--- src/rtl/iota_pkg.sv ---
// Package iota_pkg
// Shared types for the prefix-count unit: the element width code and the
// mask of slot bits that a given element width covers.
// Assumes a fixed 64-bit result slot per element.
package iota_pkg;

    localparam int SLOT_W = 64;

    typedef enum logic [1:0] {
        EW_8  = 2'd0,
        EW_16 = 2'd1,
        EW_32 = 2'd2,
        EW_64 = 2'd3
    } elem_width_e;

    // Low-bit mask of the slot bits owned by an element of width w
    function automatic logic [SLOT_W-1:0] width_keep(elem_width_e w);
        case (w)
            EW_8:    return 64'h0000_0000_0000_00FF;
            EW_16:   return 64'h0000_0000_0000_FFFF;
            EW_32:   return 64'h0000_0000_FFFF_FFFF;
            default: return 64'hFFFF_FFFF_FFFF_FFFF;
        endcase
    endfunction

endpackage

--- src/rtl/iota_prefix_count.sv ---
// Module iota_prefix_count
// Combinational exclusive prefix population count over N contributing bits.
// Output lane i carries the number of set bits at positions below i.
// Assumes CW is wide enough to hold N, so no intermediate sum wraps.
module iota_prefix_count #(
    parameter int N  = 16,
    parameter int CW = 5
) (
    input  logic [N-1:0]    bits_i,
    output logic [N*CW-1:0] excl_o
);

    logic [CW-1:0] incl [N];

    // Inclusive running sum, a ripple chain along the lanes
    assign incl[0] = CW'(bits_i[0]);
    for (genvar gi = 1; gi < N; gi++) begin : g_incl
        assign incl[gi] = incl[gi-1] + CW'(bits_i[gi]);
    end

    // Exclusive count: the inclusive sum less the lane's own bit
    for (genvar gi = 0; gi < N; gi++) begin : g_excl
        assign excl_o[gi*CW +: CW] = incl[gi] - CW'(bits_i[gi]);
    end

endmodule

--- src/rtl/iota_lane_merge.sv ---
// Module iota_lane_merge
// Fits one count into a 64-bit slot at the selected element width.
// The count is zero-extended, then cut to the element width. The slot
// bits above that width are carried over from the old slot value.
// Assumes CW <= 64.
module iota_lane_merge
    import iota_pkg::*;
#(
    parameter int CW = 5
) (
    input  logic [SLOT_W-1:0] old_i,
    input  logic [CW-1:0]     cnt_i,
    input  elem_width_e       ew_i,
    output logic [SLOT_W-1:0] new_o
);

    logic [SLOT_W-1:0] keep;
    logic [SLOT_W-1:0] ext;

    // Widen the count and pick the owned bit range
    always_comb begin
        keep  = width_keep(ew_i);
        ext   = SLOT_W'(cnt_i);
        new_o = (old_i & ~keep) | (ext & keep);
    end

endmodule

--- src/rtl/iota_mask_unit.sv ---
// Module iota_mask_unit (top)
// One-shot masked exclusive prefix count. On a sampled start it writes
// enabled in-range elements with their running count and holds the others.
// One cycle later it pulses done with the write-enable vector and the
// illegal flag. Assumes start is low while rst_n is low.
module iota_mask_unit
    import iota_pkg::*;
#(
    parameter int MAXVL = 16,
    parameter int SIW   = 8
) (
    input  logic                         clk,
    input  logic                         rst_n,
    input  logic                         start,
    input  logic [$clog2(MAXVL+1)-1:0]   vl,
    input  logic [SIW-1:0]               start_idx,
    input  logic                         use_mask,
    input  logic [MAXVL-1:0]             en_mask,
    input  logic [MAXVL-1:0]             src_mask,
    input  logic [1:0]                   ew_sel,
    output logic                         done,
    output logic                         illegal,
    output logic [MAXVL-1:0]             wr_en,
    output logic [MAXVL*SLOT_W-1:0]      result
);

    localparam int VLW = $clog2(MAXVL + 1);
    localparam int CW  = VLW;

    logic [VLW-1:0]      vl_eff;
    logic [MAXVL-1:0]    in_range;
    logic [MAXVL-1:0]    eff_en;
    logic [MAXVL-1:0]    contrib;
    logic [MAXVL-1:0]    lane_we;
    logic                legal;
    logic [MAXVL*CW-1:0] counts;
    elem_width_e         ew;

    // Clamp the length, resolve the enable mask, decide legality
    always_comb begin
        vl_eff  = (vl > VLW'(MAXVL)) ? VLW'(MAXVL) : vl;
        eff_en  = use_mask ? en_mask : '1;
        contrib = src_mask & eff_en;
        legal   = (start_idx == '0);
        lane_we = eff_en & in_range & {MAXVL{legal}};
        ew      = elem_width_e'(ew_sel);
    end

    for (genvar gr = 0; gr < MAXVL; gr++) begin : g_range
        assign in_range[gr] = (VLW'(gr) < vl_eff);
    end

    iota_prefix_count #(.N(MAXVL), .CW(CW)) u_prefix (
        .bits_i (contrib),
        .excl_o (counts)
    );

    // Completion pulse, error flag and write-enable report
    always_ff @(posedge clk) begin
        if (!rst_n) begin
            done    <= 1'b0;
            illegal <= 1'b0;
            wr_en   <= '0;
        end else begin
            done    <= start;
            illegal <= start && !legal;
            wr_en   <= start ? lane_we : '0;
        end
    end

    for (genvar gl = 0; gl < MAXVL; gl++) begin : g_lane
        logic [SLOT_W-1:0] slot_q;
        logic [SLOT_W-1:0] slot_d;

        iota_lane_merge #(.CW(CW)) u_merge (
            .old_i (slot_q),
            .cnt_i (counts[gl*CW +: CW]),
            .ew_i  (ew),
            .new_o (slot_d)
        );

        // Result slot: update only when this lane is written
        always_ff @(posedge clk) begin
            if (!rst_n)
                slot_q <= '0;
            else if (start && lane_we[gl])
                slot_q <= slot_d;
        end

        assign result[gl*SLOT_W +: SLOT_W] = slot_q;


        slot_hold_chk: assert property (@(posedge clk) disable iff (!rst_n)
            (done && !wr_en[gl]) |-> (result[gl*SLOT_W +: SLOT_W] == $past(result[gl*SLOT_W +: SLOT_W])));
    end


    done_after_start_chk: assert property (@(posedge clk) disable iff (!rst_n)
        start |=> done);


    done_only_after_start_chk: assert property (@(posedge clk) disable iff (!rst_n)
        !start |=> (!done && wr_en == '0 && !illegal));


    illegal_no_write_chk: assert property (@(posedge clk) disable iff (!rst_n)
        illegal |-> (wr_en == '0 && done));


    beyond_vl_chk: assert property (@(posedge clk) disable iff (!rst_n)
        start |=> ((wr_en >> $past(vl_eff)) == '0));


    first_count_zero_chk: assert property (@(posedge clk) disable iff (!rst_n)
        counts[CW-1:0] == '0);

endmodule

--- config.mk ---
export PLATFORM = sky130hd
export DESIGN_NAME = iota_mask_unit
export DESIGN_NICKNAME = d
export VERILOG_FILES = /design/src/rtl/iota_pkg.sv /design/src/rtl/iota_prefix_count.sv /design/src/rtl/iota_lane_merge.sv /design/src/rtl/iota_mask_unit.sv
export SDC_FILE = /design/constraint.sdc
export NUM_CORES = 1
export LEC_CHECK = 0
export BUFFER_PORTS_ARGS = -buffer_cell sky130_fd_sc_hd__clkbuf_2
export CAP_MARGIN = 0
export CORE_AREA = 8 8 425 427
export DETAILED_ROUTE_END_ITERATION = 8
export DIE_AREA = 0 0 433 435
export PLACE_DENSITY = 0.47
export SLEW_MARGIN = 5
export SYNTH_ARGS = -nofsm -noshare
export SYNTH_HDL_FRONTEND = slang
export SYNTH_HIERARCHICAL = 1
export SYNTH_SLANG_ARGS = --single-unit
--- constraint.sdc ---
create_clock -name clk -period 25.5 [get_ports clk]
set_input_delay 1.275 -clock clk [delete_from_list [all_inputs] [get_ports clk]]
set_output_delay 1.275 -clock clk [all_outputs]
set_load 0.005 [all_outputs]
# Word level (Yosys, flattened, before mapping)
# Cells that the tools add are included.
dict set report totals {
  output_inout_bits 1042
  elab_cells 145
  reg_bits 1042
}
dict set report classes {
  order_cmp 17
  n_addsub 31
  reduce_logical 21
  mux 3
  eq_ne 2
  bitwise 52
}
# operator count
set ops {}
lappend ops {{$and A5 B64 Y64} 16}
lappend ops {{$and A64 B64 Y64} 16}
lappend ops {{$or A64 B64 Y64} 16}
lappend ops {{$pmux W64 S3} 1}
lappend ops {{$sub A5 B1 Y5} 15}
lappend ops {{$add A5 B1 Y5} 14}
lappend ops {{$not A64 Y64} 1}
lappend ops {{$and A16 B16 Y16} 3}
lappend ops {{$lt A4 B5 Y1 const A} 8}
lappend ops {{$lt A3 B5 Y1 const A} 4}
lappend ops {{$logic_and A1 B1 Y1} 17}
lappend ops {{$mux W16} 1}
lappend ops {{$lt A1 B5 Y1 const A} 2}
lappend ops {{$lt A2 B5 Y1 const A} 2}
lappend ops {{$logic_not A8 Y1} 1}
lappend ops {{$gt A5 B5 Y1 const B} 1}
lappend ops {{$mux W5} 1}
lappend ops {{$add A1 B1 Y2} 1}
lappend ops {{$eq A2 B1 Y1 const B} 1}
lappend ops {{$eq A2 B2 Y1 const B} 1}
lappend ops {{$logic_not A2 Y1} 1}
lappend ops {{$reduce_and A2 Y1} 1}
lappend ops {{$sub A1 B1 Y2} 1}
lappend ops {{$logic_not A1 Y1} 1}

# Longest topological paths before layout
dict set report depth {
  depth_word 20
  mapped_depth 30
  depth_no_buf 28
}

# Modules after synthesis
# The synthesis kept the hierarchy.
# module area_each_um2 cells_per_inst n_inst
set by_module_without_submodules {}
lappend by_module_without_submodules {iota_mask_unit 41083.2 4554 1}
lappend by_module_without_submodules {iota_lane_merge 574.3 75 16}
lappend by_module_without_submodules {iota_prefix_count 2308.5 288 1}

# Worst setup path after synthesis
# Ideal clock, no wire load.
dict set report synth_timing {
  path_type {in2reg}
  start {input port use_mask}
  end {register g_lane[15].slot_q[4]}
  required_ps 25379
  stages 30
  n_path_buf 3
  path_slack_ps 16545
  arrival_ps 8834
  cell_sequence {buf_2 > clkbuf_1 > a21boi_0 > fa_1 > ha_1 > inv_1 > fa_1 > inv_1 > ha_1 > ha_1 > ha_1 > ha_1 > ha_1 > ha_1 > ha_1 > ha_1 > ha_1 > ha_1 > xnor2_1 > xnor2_1 > xor2_1 > inv_1 > ha_1 > a21o_1 > a21oi_1 > xnor2_1 > xnor3_1 > buf_4 > nand2_1 > mux2i_1}
}
dict set report synth_between {
  elab_chain_len 20
  elab_cells_between_ends 23
  cone_classes {add/sub: 16; mux: 1; bitwise: 5; reduce/logical: 1}
}
# item line
set synth_rtl {}
lappend synth_rtl {{from (decl)} iota_mask_unit.sv:17} ;# input logic use_mask,
lappend synth_rtl {{$mux W16} iota_mask_unit.sv:42} ;# eff_en = use_mask ? en_mask : '1;
lappend synth_rtl {{$and A16 B16 Y16} iota_mask_unit.sv:43} ;# contrib = src_mask & eff_en;
lappend synth_rtl {{net contrib[0]} iota_mask_unit.sv:33} ;# logic [MAXVL-1:0] contrib;
lappend synth_rtl {{$add A1 B1 Y2} iota_prefix_count.sv:18} ;# assign incl[gi] = incl[gi-1] + CW'(bits_i[gi]);
lappend synth_rtl {{$add A5 B1 Y5 (14 in series)} iota_prefix_count.sv:18}
lappend synth_rtl {{$sub A5 B1 Y5} iota_prefix_count.sv:23} ;# assign excl_o[gi*CW +: CW] = incl[gi] - CW'(bits_i[gi]);
lappend synth_rtl {{net counts[79]} iota_mask_unit.sv:36} ;# logic [MAXVL*CW-1:0] counts;
lappend synth_rtl {{$and A5 B64 Y64} iota_lane_merge.sv:24} ;# new_o = (old_i & ~keep) | (ext & keep);
lappend synth_rtl {{$or A64 B64 Y64} iota_lane_merge.sv:24}
lappend synth_rtl {{net g_lane[15].slot_d[4]} iota_mask_unit.sv:73} ;# logic [SLOT_W-1:0] slot_d;
lappend synth_rtl {{to (signal assigned)} iota_mask_unit.sv:87} ;# slot_q <= slot_d;
lappend synth_rtl {{to (decl)} iota_mask_unit.sv:72} ;# logic [SLOT_W-1:0] slot_q;
# The timed path passes the listed nets, and every way through them passes these cells.
# A chain may end at the register's enable or synchronous reset.

# Final worst setup path
dict set report layout_timing {
  start {input port use_mask}
  end {register g_lane[15].slot_q[4]}
}
dict set report layout_between {
  elab_chain_len 20
  elab_cells_between_ends 23
  cone_classes {add/sub: 16; mux: 1; bitwise: 5; reduce/logical: 1}
}
# item line
set layout_rtl {}
lappend layout_rtl {{$mux W16} iota_mask_unit.sv:42}
lappend layout_rtl {{$and A16 B16 Y16} iota_mask_unit.sv:43}
lappend layout_rtl {{net contrib[0]} iota_mask_unit.sv:33}
lappend layout_rtl {{$add A1 B1 Y2} iota_prefix_count.sv:18}
lappend layout_rtl {{$add A5 B1 Y5 (14 in series)} iota_prefix_count.sv:18}
lappend layout_rtl {{$sub A5 B1 Y5} iota_prefix_count.sv:23}
lappend layout_rtl {{net counts[79]} iota_mask_unit.sv:36}
lappend layout_rtl {{$and A5 B64 Y64} iota_lane_merge.sv:24}
lappend layout_rtl {{$or A64 B64 Y64} iota_lane_merge.sv:24}
# The timed path passes the listed nets, and every way through them passes these cells.

==> results.ini <==
[outcome]
status = finished, final reports clean

[placement]
hpwl_mm = 124.0
port_buffers = 1092
pre_cts_ws_ns = 15.53
dp.cells = 8902
globalplace.congestion = 0.8023

[route]
vias = 41850
routed_wl_mm = 179.1
drt_iter0_markers = 2353
wl_met3_mm = 13.29
wl_per_cell_um = 19.58
drc = 0
met2_length_mm = 85.88
via_per_inst = 4.575
drtPass1Iterations = 6
top_layer_used = met5
drt-met1-wl_mm = 70.67
antenna_left = 0

[critical_path]
worst_ep_arrival_time_ns = 9.78
path_delay_family = adder cells
setup.worst_path.start_class = primary input
timing.critical_path.buf_inv = 5
slowest_stage = fa_1
critical_path_peak_fanout = 26
worstPathRequired_ns = 26.16
endpoint_kind = flip-flop
slowest_delay_ns = 0.70
crit_path_frequent_cell = ha_1
path_class = in -> reg

[min_path]
hp-class = reg -> reg

[sta]
skew_ns = 0
rsz0062_at_grt = no
finalSetupTns_ns = 0
layout_min_cycle_time_ns = 9.121
slew_headroom = 0.2286
setup_viol = 0
fin_crit_sh = 0.3577
clock.fmax_mhz = 109.6
finalWorstSetupSlack_ns = 16.38
finalHoldViolCount = 0
worstMarginPinSlew_ns = 1.157
drv_slew = 0

[synthesis]
yosys.cell_types.count = 56
ys_seq_area_frac = 0.3967
synth.area.top_cells = dfxtp_1 (40%), mux2i_1 (18%), nand2_1 (14%)
yosys_warnings = 6
syn_area_mm2 = 0.05258
synth_top_area_frac = 0.3967
syn_area_per_cell_um2 = 8.702
ys_ff_latch = 1042
yosysTopAreaCell = dfxtp_1
synthCells = 6042

[clock_tree]
cts-root-buf = clkbuf_16
cts_tree = done
insertion_delay_ns = 0.78
cts_buffers = 134
path_clk_slew_ns = 0.06
cts.sinks = 1042
ctsHoldBuffers = 0
post-cts-setup-buffer-count = 0
htree_levels = 4
cts.path.max_buffers = 3
cts_resized = 0

[floorplan]
coreArea_mm2 = 0.1732
die_h_um = 435
ios = 1093
die_area_mm2 = 0.1884
die_width_um = 433
start_util = 0.3035
row_count = 153

[global_route]
gr-total-overflow = 0
grt_max_degree = 256
first_global_vias = 38580
antenna_found_initial = 16
track_usage = 0.1781
grt_pass1_wl_mm = 258.7

[final_layout]
finalNetCount = 6816
utilization = 0.3593
multi_input_comb_area_mm2 = 0.02775
drive_gt1_frac = 0.2231
area_delta_synth_final_pct = 18.39
ff_latch_area_mm2 = 0.02086
finalNonFillerCells = 9148
final_common_cell = nand2_1
mostFrequentLayoutCells = nand2_1 (2,013), clkbuf_2 (1,089), dfxtp_1 (1,042)
filler_cell_count = 17920

[job]
max_cap_viol_count = 0

[power]
powerDensity_mw_per_mm2 = 68.08
power_mw = 4.238
ir_drop_mv = 0.06074
p_leak_nw = 22.27

-- stage by stage --
step | instance area, µm² | hold slack (ns)
finish | 62250 | 0.4550
detailed placement | 57700 | 0.4455
CTS | 62230 | 0.4579
global route | 62240 | 0.4719
global placement | 57700 | 0.4411
floorplan | 52720 | 0.4511
-- worst min-delay path, cell delays in order, from the launching register on --
cell     delay [ns]
dfxtp_1        0.31
nand2_1        0.05
mux2i_1        0.05
-- cell families (layout without fill, tap and decap cells) --
logic type	Yosys count	in the layout	share of synthesized area
AND/OR/NAND/NOR	2547	2547	0.2213
buffers and inverters	708	1442	0.08045
AO/OA/AOI/OAI	635	635	0.08854
XOR/XNOR	77	77	0.01544
adder cells (fa/ha/maj)	52	52	0.01280
other	17	64	0.001214
flip-flops	1042	1042	0.3967
multiplexers	964	964	0.1835
-- metal layers --
metal	vias up	track usage
met3	277	0.06113
met4	4	0.09183
met1	19730	0.1986
met5	-	0
met2	891	0.3000
li1	20950	-
-- worst paths after layout --
kind                                                         from                                end  slack [ns]  cells past startpoint
worst max-delay path                                     use_mask  g_lane[15].slot_q[4]$_SDFFE_PN0P_       16.38                     29
worst min-delay path             g_lane[0].slot_q[2]$_SDFFE_PN0P_   g_lane[0].slot_q[2]$_SDFFE_PN0P_        0.46                      2
worst max register to register  g_lane[7].slot_q[58]$_SDFFE_PN0P_  g_lane[7].slot_q[58]$_SDFFE_PN0P_       24.61                      3
worst min register to register   g_lane[0].slot_q[2]$_SDFFE_PN0P_   g_lane[0].slot_q[2]$_SDFFE_PN0P_        0.46                      2
-- sequential cells by signal (all words and copies together) (netlist names) --
name and cells:
g_lane.slot_q 1024, wr_en 16, done 1, illegal 1
-- area by class of cell --
type,instances,area share
clock buffers,201,0.06611
clock inverters,36,0.006613
flip-flops and latches,1042,0.3351
diodes,9,0.0003618
inverters,53,0.003196
repair buffers,1152,0.09620
well taps,2325,0.04673
multi-input cells,4330,0.4457
-- Yosys cell counts, drive strengths merged --
cell / n
nand2: 2013
dfxtp: 1042
mux2i: 963
a21boi: 524
buf: 352
clkbuf: 303
nor2b: 263
nor3b: 138
nand3: 80
o21ai: 76
inv: 53
ha: 49
xnor2: 38
xor2: 33
conb: 17
nor2: 17
and2: 14
a21oi: 8
a221oi: 8
nor3: 7
xnor3: 6
nor4: 5
nand2b: 4
a21o: 3
and3: 3
fa: 3
o21a: 3
a2111oi: 2
a31oi: 2
nand4: 2
o211ai: 2
o41ai: 2
a211oi: 1
a221o: 1
a31o: 1
a32o: 1
and3b: 1
mux2: 1
o22ai: 1
-- power by group --
part / internal [mW] / switching, mW
Combinational: 0.248 / 0.411
Clock: 1.17 / 0.774
Sequential: 1.63 / 0.000230
Total: 3.05 / 1.19
Power figures use the tool's default switching activity.
